## config.mk

```make
export PLATFORM = sky130hd
export DESIGN_NAME = rle_pulse_delay
export DESIGN_NICKNAME = d
export VERILOG_FILES = /design/src/rtl/rle_pkg.sv /design/src/rtl/rle_run_encoder.sv /design/src/rtl/rle_run_fifo.sv /design/src/rtl/rle_run_replayer.sv /design/src/rtl/rle_pulse_delay.sv
export SDC_FILE = /design/constraint.sdc
export NUM_CORES = 1
export LEC_CHECK = 0
export BUFFER_PORTS_ARGS = -buffer_cell sky130_fd_sc_hd__buf_2
export CAP_MARGIN = 20
export CORE_UTILIZATION = 35
export DETAILED_ROUTE_END_ITERATION = 8
export GPL_ROUTABILITY_DRIVEN = 0
export GPL_TIMING_DRIVEN = 0
export PLACE_DENSITY = 0.48
export SYNTH_ARGS = -nofsm -noshare
export SYNTH_HDL_FRONTEND = slang
export SYNTH_SLANG_ARGS = --single-unit
```

## constraint.sdc

```tcl
create_clock -name clk -period 6.4 [get_ports clk]
set_input_delay 1.28 -clock clk [delete_from_list [all_inputs] [get_ports clk]]
set_output_delay 1.28 -clock clk [all_outputs]
set_load 0.01 [all_outputs]
```

## src/rtl/rle_pkg.sv

```systemverilog
package rle_pkg;

    typedef enum logic {
        ENC_IDLE  = 1'b0,
        ENC_TRACK = 1'b1
    } enc_state_e;

    typedef enum logic {
        DEC_WAIT = 1'b0,
        DEC_PLAY = 1'b1
    } dec_state_e;

endpackage

```

## src/rtl/rle_run_encoder.sv

```systemverilog
module rle_run_encoder
    import rle_pkg::*;
#(
    parameter int NSTREAM = 4,
    parameter int CNT_W   = 8
) (
    input  logic               clk,
    input  logic               rst,
    input  logic [NSTREAM-1:0] din,
    output logic               push,
    output logic [NSTREAM-1:0] live_level,
    output logic [CNT_W-1:0]   live_len
);
    localparam logic [CNT_W-1:0] RUN_MAX = {CNT_W{1'b1}};

    enc_state_e state_q, state_d;

    // state register
    always_ff @(posedge clk) begin
        if (rst) state_q <= ENC_IDLE;
        else     state_q <= state_d;
    end

    // next state and record-close decision
    always_comb begin
        state_d = state_q;
        push    = 1'b0;
        unique case (state_q)
            ENC_IDLE:  state_d = ENC_TRACK;
            ENC_TRACK: push = (din != live_level) || (live_len == RUN_MAX);
            default:   state_d = ENC_IDLE;
        endcase
    end

    // open-run datapath
    always_ff @(posedge clk) begin
        if (rst) begin
            live_level <= '0;
            live_len   <= '0;
        end else if (state_q == ENC_IDLE || push) begin
            live_level <= din;
            live_len   <= CNT_W'(1);
        end else begin
            live_len   <= live_len + CNT_W'(1);
        end
    end

    // a closed record never carries a zero length
    assert_push_len_nonzero_R4: assert property (@(posedge clk) disable iff (rst)
        push |-> (live_len != '0));

endmodule

```

## src/rtl/rle_run_fifo.sv

```systemverilog
module rle_run_fifo #(
    parameter int WIDTH = 12,
    parameter int DEPTH = 32
) (
    input  logic             clk,
    input  logic             rst,
    input  logic             push,
    input  logic [WIDTH-1:0] wdata,
    input  logic             pop,
    output logic [WIDTH-1:0] rdata,
    output logic             valid,
    output logic             overflow
);
    localparam int unsigned   AW        = $clog2(DEPTH);
    localparam logic [AW:0]   DEPTH_CNT = DEPTH[AW:0];

    logic [WIDTH-1:0] store [DEPTH];
    logic [AW-1:0]    wr_ptr, rd_ptr;
    logic [AW:0]      count;
    logic             full, do_wr, do_rd;

    assign full  = (count == DEPTH_CNT);
    assign valid = (count != '0);
    assign do_rd = pop && valid;
    assign do_wr = push && (!full || do_rd);
    assign rdata = store[rd_ptr];

    always_ff @(posedge clk) begin
        if (do_wr) store[wr_ptr] <= wdata;
    end

    always_ff @(posedge clk) begin
        if (rst) begin
            wr_ptr   <= '0;
            rd_ptr   <= '0;
            count    <= '0;
            overflow <= 1'b0;
        end else begin
            if (do_wr) wr_ptr <= wr_ptr + AW'(1);
            if (do_rd) rd_ptr <= rd_ptr + AW'(1);
            unique case ({do_wr, do_rd})
                2'b10:   count <= count + (AW+1)'(1);
                2'b01:   count <= count - (AW+1)'(1);
                default: count <= count;
            endcase
            if (push && !do_wr) overflow <= 1'b1;
        end
    end

    // the replay engine only consumes records that exist
    assert_pop_nonempty_R2: assert property (@(posedge clk) disable iff (rst)
        pop |-> valid);

    // the overflow flag never clears outside reset
    assert_overflow_sticky_R8: assert property (@(posedge clk) disable iff (rst)
        overflow |=> overflow);

endmodule

```

## src/rtl/rle_run_replayer.sv

```systemverilog
module rle_run_replayer
    import rle_pkg::*;
#(
    parameter int NSTREAM = 4,
    parameter int CNT_W   = 8,
    parameter int DLY_W   = 13
) (
    input  logic               clk,
    input  logic               rst,
    input  logic [DLY_W-1:0]   delay_cycles,
    input  logic               head_valid,
    input  logic [NSTREAM-1:0] head_level,
    input  logic [CNT_W-1:0]   head_len,
    input  logic [NSTREAM-1:0] live_level,
    output logic               pop,
    output logic [NSTREAM-1:0] dout
);
    dec_state_e       state_q, state_d;
    logic [DLY_W-1:0] dly_q, wait_cnt;
    logic [CNT_W-1:0] elapsed;

    // state register
    always_ff @(posedge clk) begin
        if (rst) state_q <= DEC_WAIT;
        else     state_q <= state_d;
    end

    // next state, pop decision and output level
    always_comb begin
        state_d = state_q;
        pop     = 1'b0;
        dout    = '0;
        unique case (state_q)
            DEC_WAIT: if (wait_cnt == dly_q) state_d = DEC_PLAY;
            DEC_PLAY: begin
                dout = head_valid ? head_level : live_level;
                pop  = head_valid && (elapsed == head_len);
            end
            default:  state_d = DEC_WAIT;
        endcase
    end

    // counters and delay capture
    always_ff @(posedge clk) begin
        if (rst) begin
            dly_q    <= delay_cycles;
            wait_cnt <= '0;
            elapsed  <= '0;
        end else if (state_q == DEC_WAIT) begin
            if (wait_cnt == dly_q) elapsed  <= CNT_W'(1);
            else                   wait_cnt <= wait_cnt + DLY_W'(1);
        end else if (pop) begin
            elapsed <= CNT_W'(1);
        end else begin
            elapsed <= elapsed + CNT_W'(1);
        end
    end

    // replay of a closed record never runs past its stored length
    assert_replay_within_run_R5: assert property (@(posedge clk) disable iff (rst)
        (state_q == DEC_PLAY && head_valid) |-> (elapsed <= head_len));

    // the captured delay does not move outside reset
    assert_delay_frozen_R6: assert property (@(posedge clk) disable iff (rst)
        $stable(dly_q));

endmodule

```

## src/rtl/rle_pulse_delay.sv

```systemverilog
module rle_pulse_delay #(
    parameter int NSTREAM = 4,
    parameter int CNT_W   = 8,
    parameter int DEPTH   = 32,
    parameter int DLY_W   = $clog2(DEPTH) + CNT_W
) (
    input  logic               clk,
    input  logic               rst,
    input  logic [DLY_W-1:0]   delay_cycles,
    input  logic [NSTREAM-1:0] din,
    output logic [NSTREAM-1:0] dout,
    output logic               overflow
);
    localparam int REC_W = NSTREAM + CNT_W;

    logic               push, pop, head_valid;
    logic [NSTREAM-1:0] live_level;
    logic [CNT_W-1:0]   live_len;
    logic [REC_W-1:0]   head_rec;

    rle_run_encoder #(.NSTREAM(NSTREAM), .CNT_W(CNT_W)) u_enc (
        .clk        (clk),
        .rst        (rst),
        .din        (din),
        .push       (push),
        .live_level (live_level),
        .live_len   (live_len)
    );

    rle_run_fifo #(.WIDTH(REC_W), .DEPTH(DEPTH)) u_fifo (
        .clk      (clk),
        .rst      (rst),
        .push     (push),
        .wdata    ({live_level, live_len}),
        .pop      (pop),
        .rdata    (head_rec),
        .valid    (head_valid),
        .overflow (overflow)
    );

    rle_run_replayer #(.NSTREAM(NSTREAM), .CNT_W(CNT_W), .DLY_W(DLY_W)) u_dec (
        .clk          (clk),
        .rst          (rst),
        .delay_cycles (delay_cycles),
        .head_valid   (head_valid),
        .head_level   (head_rec[REC_W-1:CNT_W]),
        .head_len     (head_rec[CNT_W-1:0]),
        .live_level   (live_level),
        .pop          (pop),
        .dout         (dout)
    );

    // output stays quiet while reset is asserted on the previous edge
    assert_quiet_after_reset_R1: assert property (@(posedge clk)
        $past(rst) |-> (dout == '0));

endmodule

```

# ---- Yosys cells after proc, flatten, opt, wreduce, memory -nomap -nowiden
# Memories as Yosys holds them, arrays and structs flattened. A register that Yosys moved wholly into a read port is not among the register bits.
# Index checks and enable logic that the tools add are counted.
dict set report classes {
  n_addsub 7
  eq_ne 7
  muxes 16
  bitwise 3
  reduce_logical 14
}
# op n
set ops {}
lappend ops {{two-way mux 8 bit} 3}
lappend ops {{adder 8 x 1 -> 8 bit, second input constant} 2}
lappend ops {{adder 13 x 1 -> 13 bit, second input constant} 1}
lappend ops {{== test 13 bit} 1}
lappend ops {{one-hot mux 6 bit (2 select lines)} 1}
lappend ops {{adder 5 x 1 -> 5 bit, second input constant} 2}
lappend ops {{two-way mux 5 bit} 2}
lappend ops {{== test 8 bit} 1}
lappend ops {{== test 8 bit, second input constant} 1}
lappend ops {{two-way mux 1 bit} 8}
lappend ops {{two-way mux 4 bit} 2}
lappend ops {{adder 6 x 1 -> 6 bit, second input constant} 1}
lappend ops {{== test 6 bit, second input constant} 1}
lappend ops {{nonzero test 6 bit} 1}
lappend ops {{subtractor 6 x 1 -> 6 bit, second input constant} 1}
lappend ops {{logical AND 1 bit} 4}
lappend ops {{inequality test 4 bit} 1}
lappend ops {{nonzero test 2 bit} 2}
lappend ops {{logical OR 1 bit} 3}
lappend ops {{inverter 1 bit} 3}
lappend ops {{== test 2 x 1 -> 1 bit, second input constant} 1}
lappend ops {{== test 2 bit, second input constant} 1}
lappend ops {{logical NOT 1 bit} 2}
lappend ops {{AND reduction 2 bit} 1}
lappend ops {{OR reduction 2 bit} 1}
dict set report word_totals {
  ff_bits 65
  ram_bits 384
  inputBits 19
  out_inout_bits 5
  word_cells 60
  n_memories 1
}
# memory depth width rd rd_clocked_by_memory_dff write_ports line_no
set memory_table {}
lappend memory_table {u_fifo.store 32 12 1 1 1 rle_run_fifo.sv:17} ;# logic [WIDTH-1:0] store [DEPTH];

# ---- Depth between registers and ports, before layout
dict set report logic_depth {
  word_depth 8
  ltp_mapped 22
  mapped_depth_nobuf 18
}

# ---- Hierarchy
# From an unflattened synthesis, not the netlist that was laid out.
dict set report unflattened {
  hier_cells 953
  area_unflattened_um2 18237.5
}
# module instances cells_each area_per_inst_um2 seq_area_each_um2
set modules_own_cells {}
lappend modules_own_cells {rle_run_fifo 1 720 15859.0 11971.5}
lappend modules_own_cells {rle_run_replayer 1 180 1803.0 830.8}
lappend modules_own_cells {rle_run_encoder 1 53 575.6 260.2}

# ---- Worst setup path before layout
# No wires, ideal clock.
dict set report synth_path {
  path_type {reg-to-reg}
  start {register with a tool-made name}
  end {register u_fifo.count[5]}
  setup_ns 0.121
  t_arrival_ns 4.319
  t_required_ns 6.279
  slack_ns 1.961
  stages_incl_launch_ff 21
  n_path_buf 4
  cell_sequence {dfxtp_1 > buf_2 > buf_2 > buf_2 > buf_2 > mux4_2 > mux4_2 > mux2i_1 > xor2_1 > and2_1 > nand2_1 > nor2_1 > ha_1 > a21o_1 > a21oi_1 > nor2b_1 > o21a_1 > nor2_1 > nor2_1 > mux2i_1 > mux2_2}
}
# item line_no
set synth_lines {}
lappend synth_lines {{end signal: assignment} rle_run_fifo.sv:42} ;# 2'b10: count <= count + (AW+1)'(1);
lappend synth_lines {{end signal: assignment} rle_run_fifo.sv:43} ;# 2'b01: count <= count - (AW+1)'(1);
lappend synth_lines {{end signal: assignment} rle_run_fifo.sv:44} ;# default: count <= count;
lappend synth_lines {{end: declaration} rle_run_fifo.sv:19} ;# logic [AW:0] count;

==> impl_metrics.ini <==
[detailed_routing]
drt-wirelength-per-cell_um = 24.3
drc = 0
vias = 9696
totalWireLength_um = 45400
drt_iter0_markers = 734
first_pass_iters = 5
routed_via_density = 5.19
wl_met1_um = 21300
met3_length_um = 2000
top_layer_used = met4
met2_wirelength_um = 21100
detail-route-antenna-nets = 0

[grt]
track_usage = 0.173
antenna_found_initial = 0
grt_pass1_vias = 9643
grt_overflow = 0
grt_pass1_wl_um = 66300
grt_max_degree = 37

[timing]
finalHoldViolCount = 0
finalClockSkew_ns = 0.0225
fin_crit_ns = 5.87
rsz0062_at_grt = false
finalCritPeriodShare = 0.918
setup_violations = 0
hold_ws_ns = 0.479
fmax_ghz = 0.170
drv_slew = 0
max_slew.worst_pin.slew_ns = 1.05
max-slew-margin-rel = 0.299
final.setup.tns_ns = 0

[power_and_ir_drop]
swShare = 0.205
clkPwrFrac = 0.435
power_frac_comb = 0.024
vdd_drop_max_mv = 0.202
p_int_mw = 4.76
p_sw_mw = 1.23
power.density_nw_per_um2 = 284
leakagePower_nw = 7.02
sequentialPowerShare = 0.541

[clocking]
ctsHoldBuffers = 0
cts_tree = built
cts-root-buf = clkbuf_16
cts_resized = 0
clk_latency_ns = 0.59
cts_buffers = 46
clk_path_buf_depth = 3
clock_sinks = 454
cts.clk_slew.worst_paths_ns = 0.06
post-cts-setup-buffers = 0
htreeDepth = 2

[worst_hold_path]
min_path_type = reg -> reg

[setup_path]
crit_top_cell = buf_2
critPathArrivalTime_ns = 6.06
worstPathRequired_ns = 6.59
crit_buf_inv = 5
startpoint_type = flop
critPathMaxFanout = 12
crit_type = reg -> reg
crit_slowest_cell = and3_1
cp-end-kind = flop
crit_path_max_incr_delay_ns = 0.87
cp_top_family = simple AND/OR/NAND/NOR gates
cp_cell_sequence = buf_2 -> buf_2 -> buf_2 -> buf_2 -> mux4_2 -> mux2i_1 -> nor2_1 -> a31oi_1 -> nand3_1 -> xnor2_1 -> nor4_4 -> a21oi_2 -> nor2b_1 -> clkbuf_1 -> and3_1

[yosys]
yosys_most_used_dff = edfxtp_1
async_flop_share = 0
synth_area_um2 = 18300
synth_area_leaders = edfxtp_1 65%, mux4_2 8.1%, dfxtp_1 6.2%
synth_top_area_share = 0.652
synth-edff-count = 397
yosysMostFrequentCell = edfxtp_1
ys_ff_latch = 454
yosys-top-cells-count = 397 x edfxtp_1, 90 x mux2i_1, 66 x mux4_2
yosysTopAreaCell = edfxtp_1
synth_cell_types = 53
netlist_instances = 1069
syn-num-nets = 1101
syn_avg_cell_area_um2 = 17.1
ys_warn_count = 0
seq_area_frac_synth = 0.714

[final_layout]
final_core_util = 0.409
layout-drive-gt1-share = 0.173
finish.instance_area_um2 = 21100
diodes = 0
area_growth_pct = 15.2
nNetsFinal = 1187

[floorplanning]
die-height_um = 231
die-area_um2 = 53200
core-area_um2 = 51500
initial_utilization = 0.355
die_w_um = 231
io_pins = 24
rows = 83

[run]
maxCapViolCount = 0

[status]
outcome = completed

[place]
dpl_cell_area_um2 = 19400
hpwl_um = 29100
io_buffer_count = 23
logic make-up after synthesis:
kind of cell               count (synthesis)  synth area share
buffers and inverters                     60            0.0167
muxes                                    165             0.136
xor gates and xnor gates                  39            0.0187
DFF                                      454             0.714
adders and majority gates                 13           0.00930
and+or+nand+nor                          228            0.0641
AOI/OAI and AO/OA                        110            0.0408
tightest hold or removal path, cell delays in order, from the launching register on:
cell and delay, ns:
dfxtp_1 0.32, nand2_1 0.06, mux2i_1 0.05
cell type report:
| class | count | area [um2] |
|---|---|---|
| Fill cell | 4738 | 30400 |
| Sequential cell | 454 | 13100 |
| Multi-Input combinational cell | 555 | 4930 |
| Clock buffer | 62 | 1240 |
| Tap cell | 680 | 851 |
| Timing Repair Buffer | 39 | 493 |
| Buffer | 49 | 264 |
| Clock inverter | 19 | 189 |
| Inverter | 10 | 37.5 |
layout by cell type (no fill, tap or decap), drive strengths merged, types with 6 or more instances in the layout:
master / Yosys / layout
xnor2: 17 / 17
or3: 7 / 7
clkbuf: 21 / 82
a21oi: 27 / 27
mux4: 66 / 66
xor2: 22 / 22
a22o: 6 / 6
clkinv: 1 / 14
a31oi: 7 / 7
nand3: 23 / 23
buf: 29 / 68
mux2i: 90 / 90
o31ai: 6 / 6
a22oi: 26 / 26
a211oi: 9 / 9
and3: 45 / 45
dfxtp: 57 / 57
nor2b: 18 / 18
edfxtp: 397 / 397
nand2: 57 / 57
nor2: 44 / 44
o21ai: 11 / 11
mux2: 9 / 9
ha: 12 / 12
nand4: 7 / 7
inv: 9 / 11
power by group through the flow:
| stage | Sequential (mW) | Combinational, mW | Clock (mW) |
|---|---|---|---|
| floorplan | 3.30 | 0.0758 | 0 |
| global placement | 3.32 | 0.121 | 0 |
| detailed placement | 3.31 | 0.135 | 0 |
| CTS | 3.25 | 0.136 | 2.67 |
| global route | 3.24 | 0.157 | 2.77 |
| finish | 3.24 | 0.144 | 2.61 |
path summary, 6_finish.rpt:
path / to / start / depth (start not counted) / slack, ns
max reg2reg: u_fifo.store[1][6]$_DFFE_PP_ / flop / 15 / 0.53
max: u_fifo.store[1][6]$_DFFE_PP_ / flop / 15 / 0.53
min reg2reg: u_fifo.count[4]$_SDFFE_PP0P_ / u_fifo.count[4]$_SDFFE_PP0P_ / 2 / 0.48
min: u_fifo.count[4]$_SDFFE_PP0P_ / u_fifo.count[4]$_SDFFE_PP0P_ / 2 / 0.48
flip-flops by register name (all words and copies together) (netlist names), named ones only:
name,cells
u_dec.dly_q,13
u_dec.elapsed,8
u_dec.state_q,1
u_dec.wait_cnt,13
u_enc.live_len,8
u_enc.live_level,4
u_enc.state_q,1
u_fifo.count,6
u_fifo.overflow,1
u_fifo.rd_ptr,5
u_fifo.store,384
u_fifo.wr_ptr,5
stage by stage:
step	worst slack [ns]	power, mW	cells
floorplan	1.96	3.38	1069
global placement	-0.479	3.44	1772
detailed placement	0.180	3.45	1780
CTS	0.168	6.06	1861
global route	0.186	6.17	1868
finish	0.527	5.99	1868
layer usage:
layer  track usage  vias to the layer above
met3        0.0252                       63
li1              -                     4400
met5             0                        -
met4        0.0534                        0
met2         0.270                      212
met1         0.251                     5021
Note: power is estimated with default switching activity, not from simulation.
